[config.mk]
export PLATFORM = sky130hd
export DESIGN_NAME = aux_req_framer
export DESIGN_NICKNAME = d
export VERILOG_FILES = /design/src/rtl/aux_frm_pkg.sv /design/src/rtl/aux_frm_pbuf.sv /design/src/rtl/aux_frm_poll.sv /design/src/rtl/aux_frm_hdr.sv /design/src/rtl/aux_req_framer.sv
export SDC_FILE = /design/constraint.sdc
export NUM_CORES = 1
export LEC_CHECK = 0
export ABC_CLOCK_PERIOD_IN_PS = 11450
export BUFFER_PORTS_ARGS = -buffer_cell sky130_fd_sc_hd__buf_2
export CORE_ASPECT_RATIO = 1.1
export CORE_UTILIZATION = 55
export DETAILED_ROUTE_END_ITERATION = 12
export PLACE_DENSITY = 0.82
export SETUP_SLACK_MARGIN = 0.4
export SYNTH_ARGS = -nofsm -noshare
export SYNTH_HDL_FRONTEND = slang
export SYNTH_SLANG_ARGS = --single-unit
[constraint.sdc]
create_clock -name clk -period 11.45 [get_ports clk]
set_input_delay 2.29 -clock clk [delete_from_list [all_inputs] [get_ports clk]]
set_output_delay 2.29 -clock clk [all_outputs]
set_load 0.02 [all_outputs]
[src/rtl/aux_frm_pkg.sv]
package aux_frm_pkg;
  typedef enum logic [2:0] {
    ST_IDLE,
    ST_SEND,
    ST_ACK,
    ST_WAIT,
    ST_GO
  } frm_state_e;

  localparam int HDR_BYTES = 3;
endpackage

[src/rtl/aux_frm_pbuf.sv]
module aux_frm_pbuf #(
  parameter int MAX_LEN = 16,
  parameter int IDX_W   = 5
) (
  input  logic                 clk,
  input  logic                 load,
  input  logic [MAX_LEN*8-1:0] din,
  input  logic [IDX_W-1:0]     rd_idx,
  output logic [7:0]           dout
);
  localparam int AW = (MAX_LEN > 1) ? $clog2(MAX_LEN) : 1;

  logic [7:0] mem [MAX_LEN];

  // Payload bytes are captured together with the request header fields.
  for (genvar g = 0; g < MAX_LEN; g++) begin : g_slot
    always_ff @(posedge clk) begin
      if (load) mem[g] <= din[g*8 +: 8];
    end
  end

  always_comb begin
    if (rd_idx < IDX_W'(MAX_LEN)) dout = mem[rd_idx[AW-1:0]];
    else                          dout = 8'h00;
  end
endmodule

[src/rtl/aux_frm_poll.sv]
module aux_frm_poll #(
  parameter int POLL_STEP = 10,
  parameter int MAX_POLLS = 8
) (
  input  logic clk,
  input  logic rst,
  input  logic en,
  input  logic eng_done,
  output logic fire
);
  localparam int SW = (POLL_STEP > 1) ? $clog2(POLL_STEP) : 1;
  localparam int PW = $clog2(MAX_POLLS + 1);

  logic [SW-1:0] step_q;
  logic [PW-1:0] polls_q;
  logic          tick;

  assign tick = en && (step_q == '0);
  assign fire = tick && (!eng_done || (polls_q == PW'(MAX_POLLS - 1)));

  always_ff @(posedge clk) begin
    if (rst || !en) begin
      step_q  <= '0;
      polls_q <= '0;
    end else begin
      if (step_q == SW'(POLL_STEP - 1)) step_q <= '0;
      else                               step_q <= step_q + SW'(1);
      if (tick) polls_q <= polls_q + PW'(1);
    end
  end
endmodule

[src/rtl/aux_frm_hdr.sv]
module aux_frm_hdr #(
  parameter int LEN_W = 5,
  parameter int CNT_W = 5
) (
  input  logic [3:0]       cmd,
  input  logic [19:0]      addr,
  input  logic [LEN_W-1:0] len,
  input  logic             is_wr,
  input  logic [CNT_W-1:0] idx,
  input  logic [7:0]       pay_byte,
  output logic [7:0]       byte_out,
  output logic [CNT_W-1:0] total,
  output logic [CNT_W-1:0] pay_idx
);
  import aux_frm_pkg::*;

  logic has_len;

  assign has_len = (len != '0);
  assign total   = CNT_W'(has_len ? HDR_BYTES + 1 : HDR_BYTES)
                 + (is_wr ? CNT_W'(len) : CNT_W'(0));
  assign pay_idx = idx - CNT_W'(HDR_BYTES + 1);

  always_comb begin
    case (idx)
      CNT_W'(0): byte_out = {cmd, addr[19:16]};
      CNT_W'(1): byte_out = addr[15:8];
      CNT_W'(2): byte_out = addr[7:0];
      CNT_W'(3): byte_out = 8'(len - LEN_W'(1));
      default:   byte_out = pay_byte;
    endcase
  end
endmodule

[src/rtl/aux_req_framer.sv]
module aux_req_framer #(
  parameter int MAX_LEN     = 16,
  parameter int LEN_W       = 5,
  parameter int DLY_W       = 4,
  parameter int POLL_STEP   = 10,
  parameter int TIMEOUT_CYC = 80,
  parameter int CNT_W       = $clog2(MAX_LEN + 5)
) (
  input  logic                 clk,
  input  logic                 rst,
  input  logic                 start,
  input  logic [3:0]           req_cmd,
  input  logic [19:0]          req_addr,
  input  logic [LEN_W-1:0]     req_len,
  input  logic                 req_wr,
  input  logic [DLY_W-1:0]     req_dly,
  input  logic [MAX_LEN*8-1:0] pay_data,
  output logic                 tx_valid,
  input  logic                 tx_ready,
  output logic [7:0]           tx_data,
  output logic [CNT_W-1:0]     wr_bytes,
  output logic [DLY_W-1:0]     start_dly,
  output logic                 done_ack,
  input  logic                 eng_done,
  output logic                 go,
  output logic                 busy
);
  import aux_frm_pkg::*;

  localparam int MAX_POLLS = (TIMEOUT_CYC / POLL_STEP > 0) ? TIMEOUT_CYC / POLL_STEP : 1;

  frm_state_e       state_q;
  logic [CNT_W-1:0] idx_q;
  logic [3:0]       cmd_q;
  logic [19:0]      addr_q;
  logic [LEN_W-1:0] len_q;
  logic             wr_q;
  logic [DLY_W-1:0] dly_q;

  logic             take;
  logic [LEN_W-1:0] len_clamped;
  logic [CNT_W-1:0] total;
  logic [CNT_W-1:0] pay_idx;
  logic [7:0]       pay_byte;
  logic [7:0]       hdr_byte;
  logic             poll_fire;

  assign take        = start && (state_q == ST_IDLE);
  assign len_clamped = (req_len > LEN_W'(MAX_LEN)) ? LEN_W'(MAX_LEN) : req_len;

  aux_frm_pbuf #(.MAX_LEN(MAX_LEN), .IDX_W(CNT_W)) u_pbuf (
    .clk    (clk),
    .load   (take),
    .din    (pay_data),
    .rd_idx (pay_idx),
    .dout   (pay_byte)
  );

  aux_frm_hdr #(.LEN_W(LEN_W), .CNT_W(CNT_W)) u_hdr (
    .cmd      (cmd_q),
    .addr     (addr_q),
    .len      (len_q),
    .is_wr    (wr_q),
    .idx      (idx_q),
    .pay_byte (pay_byte),
    .byte_out (hdr_byte),
    .total    (total),
    .pay_idx  (pay_idx)
  );

  aux_frm_poll #(.POLL_STEP(POLL_STEP), .MAX_POLLS(MAX_POLLS)) u_poll (
    .clk      (clk),
    .rst      (rst),
    .en       (state_q == ST_WAIT),
    .eng_done (eng_done),
    .fire     (poll_fire)
  );

  always_ff @(posedge clk) begin
    if (rst) begin
      state_q <= ST_IDLE;
      idx_q   <= '0;
      cmd_q   <= '0;
      addr_q  <= '0;
      len_q   <= '0;
      wr_q    <= 1'b0;
      dly_q   <= '0;
    end else begin
      case (state_q)
        ST_IDLE: begin
          if (take) begin
            cmd_q   <= req_cmd;
            addr_q  <= req_addr;
            len_q   <= len_clamped;
            wr_q    <= req_wr;
            dly_q   <= req_dly;
            idx_q   <= '0;
            state_q <= ST_SEND;
          end
        end
        ST_SEND: begin
          if (tx_ready) begin
            if (idx_q == total - CNT_W'(1)) state_q <= ST_ACK;
            else                            idx_q   <= idx_q + CNT_W'(1);
          end
        end
        ST_ACK:  state_q <= ST_WAIT;
        ST_WAIT: if (poll_fire) state_q <= ST_GO;
        ST_GO:   state_q <= ST_IDLE;
        default: state_q <= ST_IDLE;
      endcase
    end
  end

  // Outputs are decodes of registered state and registered fields.
  assign tx_valid  = (state_q == ST_SEND);
  assign tx_data   = tx_valid ? hdr_byte : 8'h00;
  assign done_ack  = (state_q == ST_ACK);
  assign go        = (state_q == ST_GO);
  assign busy      = (state_q != ST_IDLE);
  assign wr_bytes  = total;
  assign start_dly = dly_q;
endmodule

After elaboration in Yosys (flattened, before gate mapping):

Memories as Yosys holds them, arrays and structs flattened.
Index checks and enable logic that the tools add are counted.

* register bits after elaboration: 50
* RAM bits: 128
* bits of input ports: 167
* logic and storage cells: 68
* memories: 1

Memory list
* u_pbuf.mem: depth 16, width 8, rd ports 1, clocked after memory_dff 0, write ports 16, line aux_frm_pbuf.sv:13 `logic [7:0] mem [MAX_LEN];`

* add/sub/neg operators: 7
* $lt $le $gt $ge: 2
* equal/unequal tests: 15
* mux-type cells: 17
* reduce and logical (&&, ||, !) cells: 17

Operators by type and width (count)
* $pmux 8 s4: 1
* $mux 5: 5
* $mux 8: 2
* $mux 3: 5
* $pmux 3 s4: 1
* $eq 5x2->1 const B: 2
* $pmux 5 s2: 1
* $add 4x1->4 const B: 2
* $reduce_and 4->1: 2
* $eq 3x2->1 const B: 2
* $ne 2x2->1 const B: 3
* $sub 5x1->6 const B: 1
* $add 5x1->5 const B: 1
* $add 5x5->5: 1
* $eq 5x1->1 const B: 1
* $eq 5x5->1: 1
* $gt 5x5->1 const B: 1
* $logic_not 5->1: 1
* $lt 5x5->1 const B: 1
* $reduce_bool 5->1: 1
* $sub 5x1->5 const B: 1
* $sub 5x3->5 const B: 1
* $eq 4x3->1 const B: 1
* $eq 4x4->1 const B: 1
* other kinds (13): 19

Longest topological paths before layout:

* depth after elaboration: 8
* gate-level depth with buffers: 14

Cells and area by module:

Synthesis repeated with hierarchy kept, for this count alone.

* cells, all modules: 584
* area, all modules: 7749.9 sq um

By module, submodules not included
* aux_frm_pbuf: instances 1, cells each 231, area each 4949.7 sq um, sequential area each 3843.7 sq um
* aux_req_framer: instances 1, cells each 231, area each 1820.5 sq um, sequential area each 840.8 sq um
* aux_frm_hdr: instances 1, cells each 81, area each 606.8 sq um, sequential area each 0.0 sq um
* aux_frm_poll: instances 1, cells each 41, area each 372.9 sq um, sequential area each 160.2 sq um

Worst setup path after synthesis:

OpenSTA, ideal clock, no wires.

* kind: in2reg
* from: in start
* to: mem u_pbuf.mem[0][0], enable pin
* setup time: 0.545 ns
* arrival time: 6.235 ns
* required time: 10.905 ns
* path slack: 4.670 ns
* stages: 3
* cells stage by stage: nand2_1 inv_1 clkbuf_1

RTL lines
* start, declared: line aux_req_framer.sv:11 `input logic start,`
* end, declared: line aux_frm_pbuf.sv:13

Worst setup path after layout:

* from: reg idx_q[1]
* to: out tx_data[3]

* cells in the longest elaborated chain, start to end: 5
* elaborated cells on any way between the ends: 10
* classes of those cells: 1 x add/sub; 1 x order compare; 3 x eq/ne; 3 x mux; 1 x reduce/logical; 1 x memory

Ends and longest elaborated chain
* start, declared: line aux_req_framer.sv:33 `logic [CNT_W-1:0] idx_q;`
* start signal, assigned: line aux_req_framer.sv:104 `else idx_q <= idx_q + CNT_W'(1);`
* $sub 5x3->5: line aux_frm_hdr.sv:22 `assign pay_idx = idx - CNT_W'(HDR_BYTES + 1);`
* $mem_v2 16x8 / $lt 5x5->1 (equally long branches)
* $mux 8: line aux_frm_pbuf.sv:23 `if (rd_idx < IDX_W'(MAX_LEN)) dout = mem[rd_idx[AW-1:0]];`
* $pmux 8 s4 *: line aux_frm_hdr.sv:25 `case (idx)`
* $mux 8 *: line aux_req_framer.sv:117 `assign tx_data = tx_valid ? hdr_byte : 8'h00;`
* end, declared: line aux_req_framer.sv:20 `output logic [7:0] tx_data,`

Every way passes the cells marked *; elsewhere a longest branch is shown, timed or not.

==> flow_summary.ini <==
[outcome]
outcome = completed

[worst_setup_path]
end_kind = primary output
worst_r2r_path_depth = 12
critPathBufInv = 2
cp.required_ns = 9.16
cp-start-kind = flop
cp_slowest_stage_delay_ns = 0.95
crit_slowest_cell = dfxtp_2
r2r-start = len_q[0]
cp_data_arrival_time_ns = 3.21
crit_path_cell_trace = inv_1 > ha_1 > o41a_1 > nor2b_1 > a21oi_1 > nor2_1 > buf_2
r2r_slack_ns = 7.78
critPathKind = reg2out
worstPathMaxFanout = 37
crit_family = flip-flops
r2r-end = idx_q[4]

[pwr]
p_comb_share_pct = 13.5
p_clk_share_pct = 34.9
power_switching_mw = 0.3723
netSwitchingFraction_pct = 25.01
seq_power_share_pct = 51.6
power.leakage_nw = 3.472
p_per_area_mw_per_mm2 = 162.5
worst_ir_drop_vdd_mv = 0.1132
p_int_mw = 1.116

[routing]
dr.pass1.iters = 6
route.detailed.drc = 0
detail_route.wl_per_cell_um = 17.95
highest_layer = met4
final_antenna_net_count = 0
dr.first_iter.drc_count = 309
routed_wl_um = 16370
wl_met3_um = 1031
wl_met1_um = 6210
via_per_inst = 5.538
num_vias = 5051
met2WireLength_um = 8602

[grt]
grt_pass1_wl_um = 25480
grt_overflow = 0
antenna_found_initial = 1
grt_max_degree = 88
track_usage_pct = 24.27
grt_pass1_vias = 5176

[clock_tree]
clock_latency_ns = 0.42
cts_buffers = 17
root_buffer = clkbuf_16
ctsHoldBuffers = 0
post_cts_buffers = 0
clk_path_buf_depth = 2
postCtsResizedCells = 0
htree_levels = 4
clock-sinks = 178
cts_tree = yes
path_clk_slew_ns = 0.06

[yosys]
syn-cell-area_sq_mm = 0.007550
netlist_instances = 535
synth_top_area_cell = edfxtp_1
ys_seq_area_share_pct = 64.17
syn-mean-instance-area_sq_um = 14.11
synth.distinct_cells = 47
synth.top_cell.area_share_pct = 50.91
syn-num-nets = 717
ys_warn_count = 0
ys_ff_latch = 178
synth_area_leaders = edfxtp_1 51%, dfxtp_1 13%, mux4_2 12%, nand2_1 4.8%, a21oi_1 3.0%

[min_path]
min_to = start_dly[3]
holdPathStages = 2
min_path_type = reg2reg
hold_start = start_dly[3]

[die]
core-area_sq_mm = 0.01332
die_w_um = 113.7
dieArea_sq_mm = 0.01420
fp-row-count = 44
io_pins = 188
initial_core_util_pct = 56.67
die_h_um = 124.9

[place]
portBuffers = 187
dp_hpwl_um = 11810
gp_congestion = 0.8645
pre_cts_ws_ns = 6.421
dp_cells = 879

[timing]
slew_violations = 0
tightest_slew_ns = 1.036
fin_setup_tns_ns = 0
finClkSkew_ns = 0.006981
timing.fmax_ghz = 0.1819
setup_viol = 0
hold_viol = 0
relSlewSlack_pct = 30.93
period_needed_ns = 5.497
rsz0062_at_grt = false
finalCritPeriodShare_pct = 48.01
fin_ws_ns = 5.953

[cells_and_area]
fill_cells = 943
final_cell_mix = 187 x buf_2, 128 x edfxtp_1, 96 x nand2_1, 48 x dfxtp_1, 46 x a21oi_1
final_common_cell = buf_2
drive_gt1_share_pct = 37.41
final_nets = 896
syn_to_final_growth_pct = 21.33
finalNonFillerCells = 912

[job]
cap_violations = 0
==> cell type report <==
cell class,count,area (sq um),area share (%)
Multi-Input combinational cell,313,2529,27.61
Clock buffer,17,425.4,4.644
Antenna cell,1,2.502,0.02732
Clock inverter,15,110.1,1.202
Tap cell,184,230.2,2.513
Timing Repair Buffer,190,958.4,10.46
Sequential cell,178,4847,52.92
Inverter,14,57.56,0.6283
==> routing by layer <==
metal / vias up / global-route usage [%]
met3: 48 / 6.326
li1: 2360 / -
met2: 230 / 41.50
met5: - / 0
met4: 0 / 10.84
met1: 2413 / 28.62
==> logic make-up (layout without fill, tap and decap cells) <==
family,after synthesis,count (layout),synth area share [%]
flops,178,178,64.17
simple gates,153,153,9.397
compound gates,81,81,6.795
mux,45,45,12.61
buf+inv,44,236,2.337
xor+xnor,19,19,2.204
fa+ha+maj,15,15,2.486
other cells,0,1,0
==> how the worst max path moves through the flow <==
stage                         from          endpoint  slack, ns  cells past startpoint
after detailed placement  idx_q[2]        tx_data[7]       6.42                      6
after global placement    idx_q[2]        tx_data[5]       6.40                      6
after floorplan              start  u_pbuf.mem[0][0]       4.67                      3
after global routing      idx_q[2]        tx_data[6]       5.73                      6
after CTS                 idx_q[2]        tx_data[7]       5.95                      6
final                     idx_q[1]        tx_data[3]       5.95                      7
==> tightest hold or removal path: cells and delay by family (launching register included) <==
family,cells,cell delay (ns)
flip-flops,1,0.31
AND/OR/NAND/NOR,1,0.05
AO/OA/AOI/OAI,1,0.05
==> per-stage QoR <==
stage | instance area (sq um) | util [%] | total power [mW] | hold slack [ns]
floorplan | 7550 | - | 0.9162 | 0.4360
global placement | 8622 | 64.72 | 0.9746 | 0.4391
detailed placement | 8622 | 64.72 | 0.9825 | 0.4470
CTS | 9158 | 68.74 | 1.496 | 0.4557
global route | 9160 | 68.75 | 1.541 | 0.4764
finish | 9160 | 68.75 | 1.488 | 0.4558
==> sequential cells by signal, indices dropped and copies added (netlist names), 4 cells and up <==
register and flops:
u_pbuf.mem 128, addr_q 20, idx_q 5, len_q 5, cmd_q 4, start_dly 4, u_poll.polls_q 4, u_poll.step_q 4
==> power groups by stage <==
stage | combinational [mW] | clock (mW) | sequential (mW)
after floorplan | 0.140 | 0 | 0.777
after global placement | 0.196 | 0 | 0.778
final | 0.201 | 0.520 | 0.768
after detailed placement | 0.201 | 0 | 0.782
after global routing | 0.218 | 0.551 | 0.772
after CTS | 0.202 | 0.526 | 0.768
==> synth_stat cells (all sizes together) <==
cell	n
edfxtp	128
nand2	96
dfxtp	50
a21oi	46
mux4	40
clkbuf	20
ha	15
nor2	15
inv	14
buf	10
o21ai	10
xnor2	10
xor2	9
nor3	7
nand3	6
nand3b	6
nor3b	6
nor2b	5
and2	4
mux2i	4
a221oi	3
a22o	3
a22oi	3
a311oi	3
o311ai	3
a31oi	2
or4	2
a21bo	1
a21boi	1
a32oi	1
and3	1
and4	1
mux2	1
nand2b	1
nand4	1
o22ai	1
o31a	1
o31ai	1
o32a	1
o41a	1
or3	1
or4b	1
Note: power is estimated with default switching activity, not from simulation.
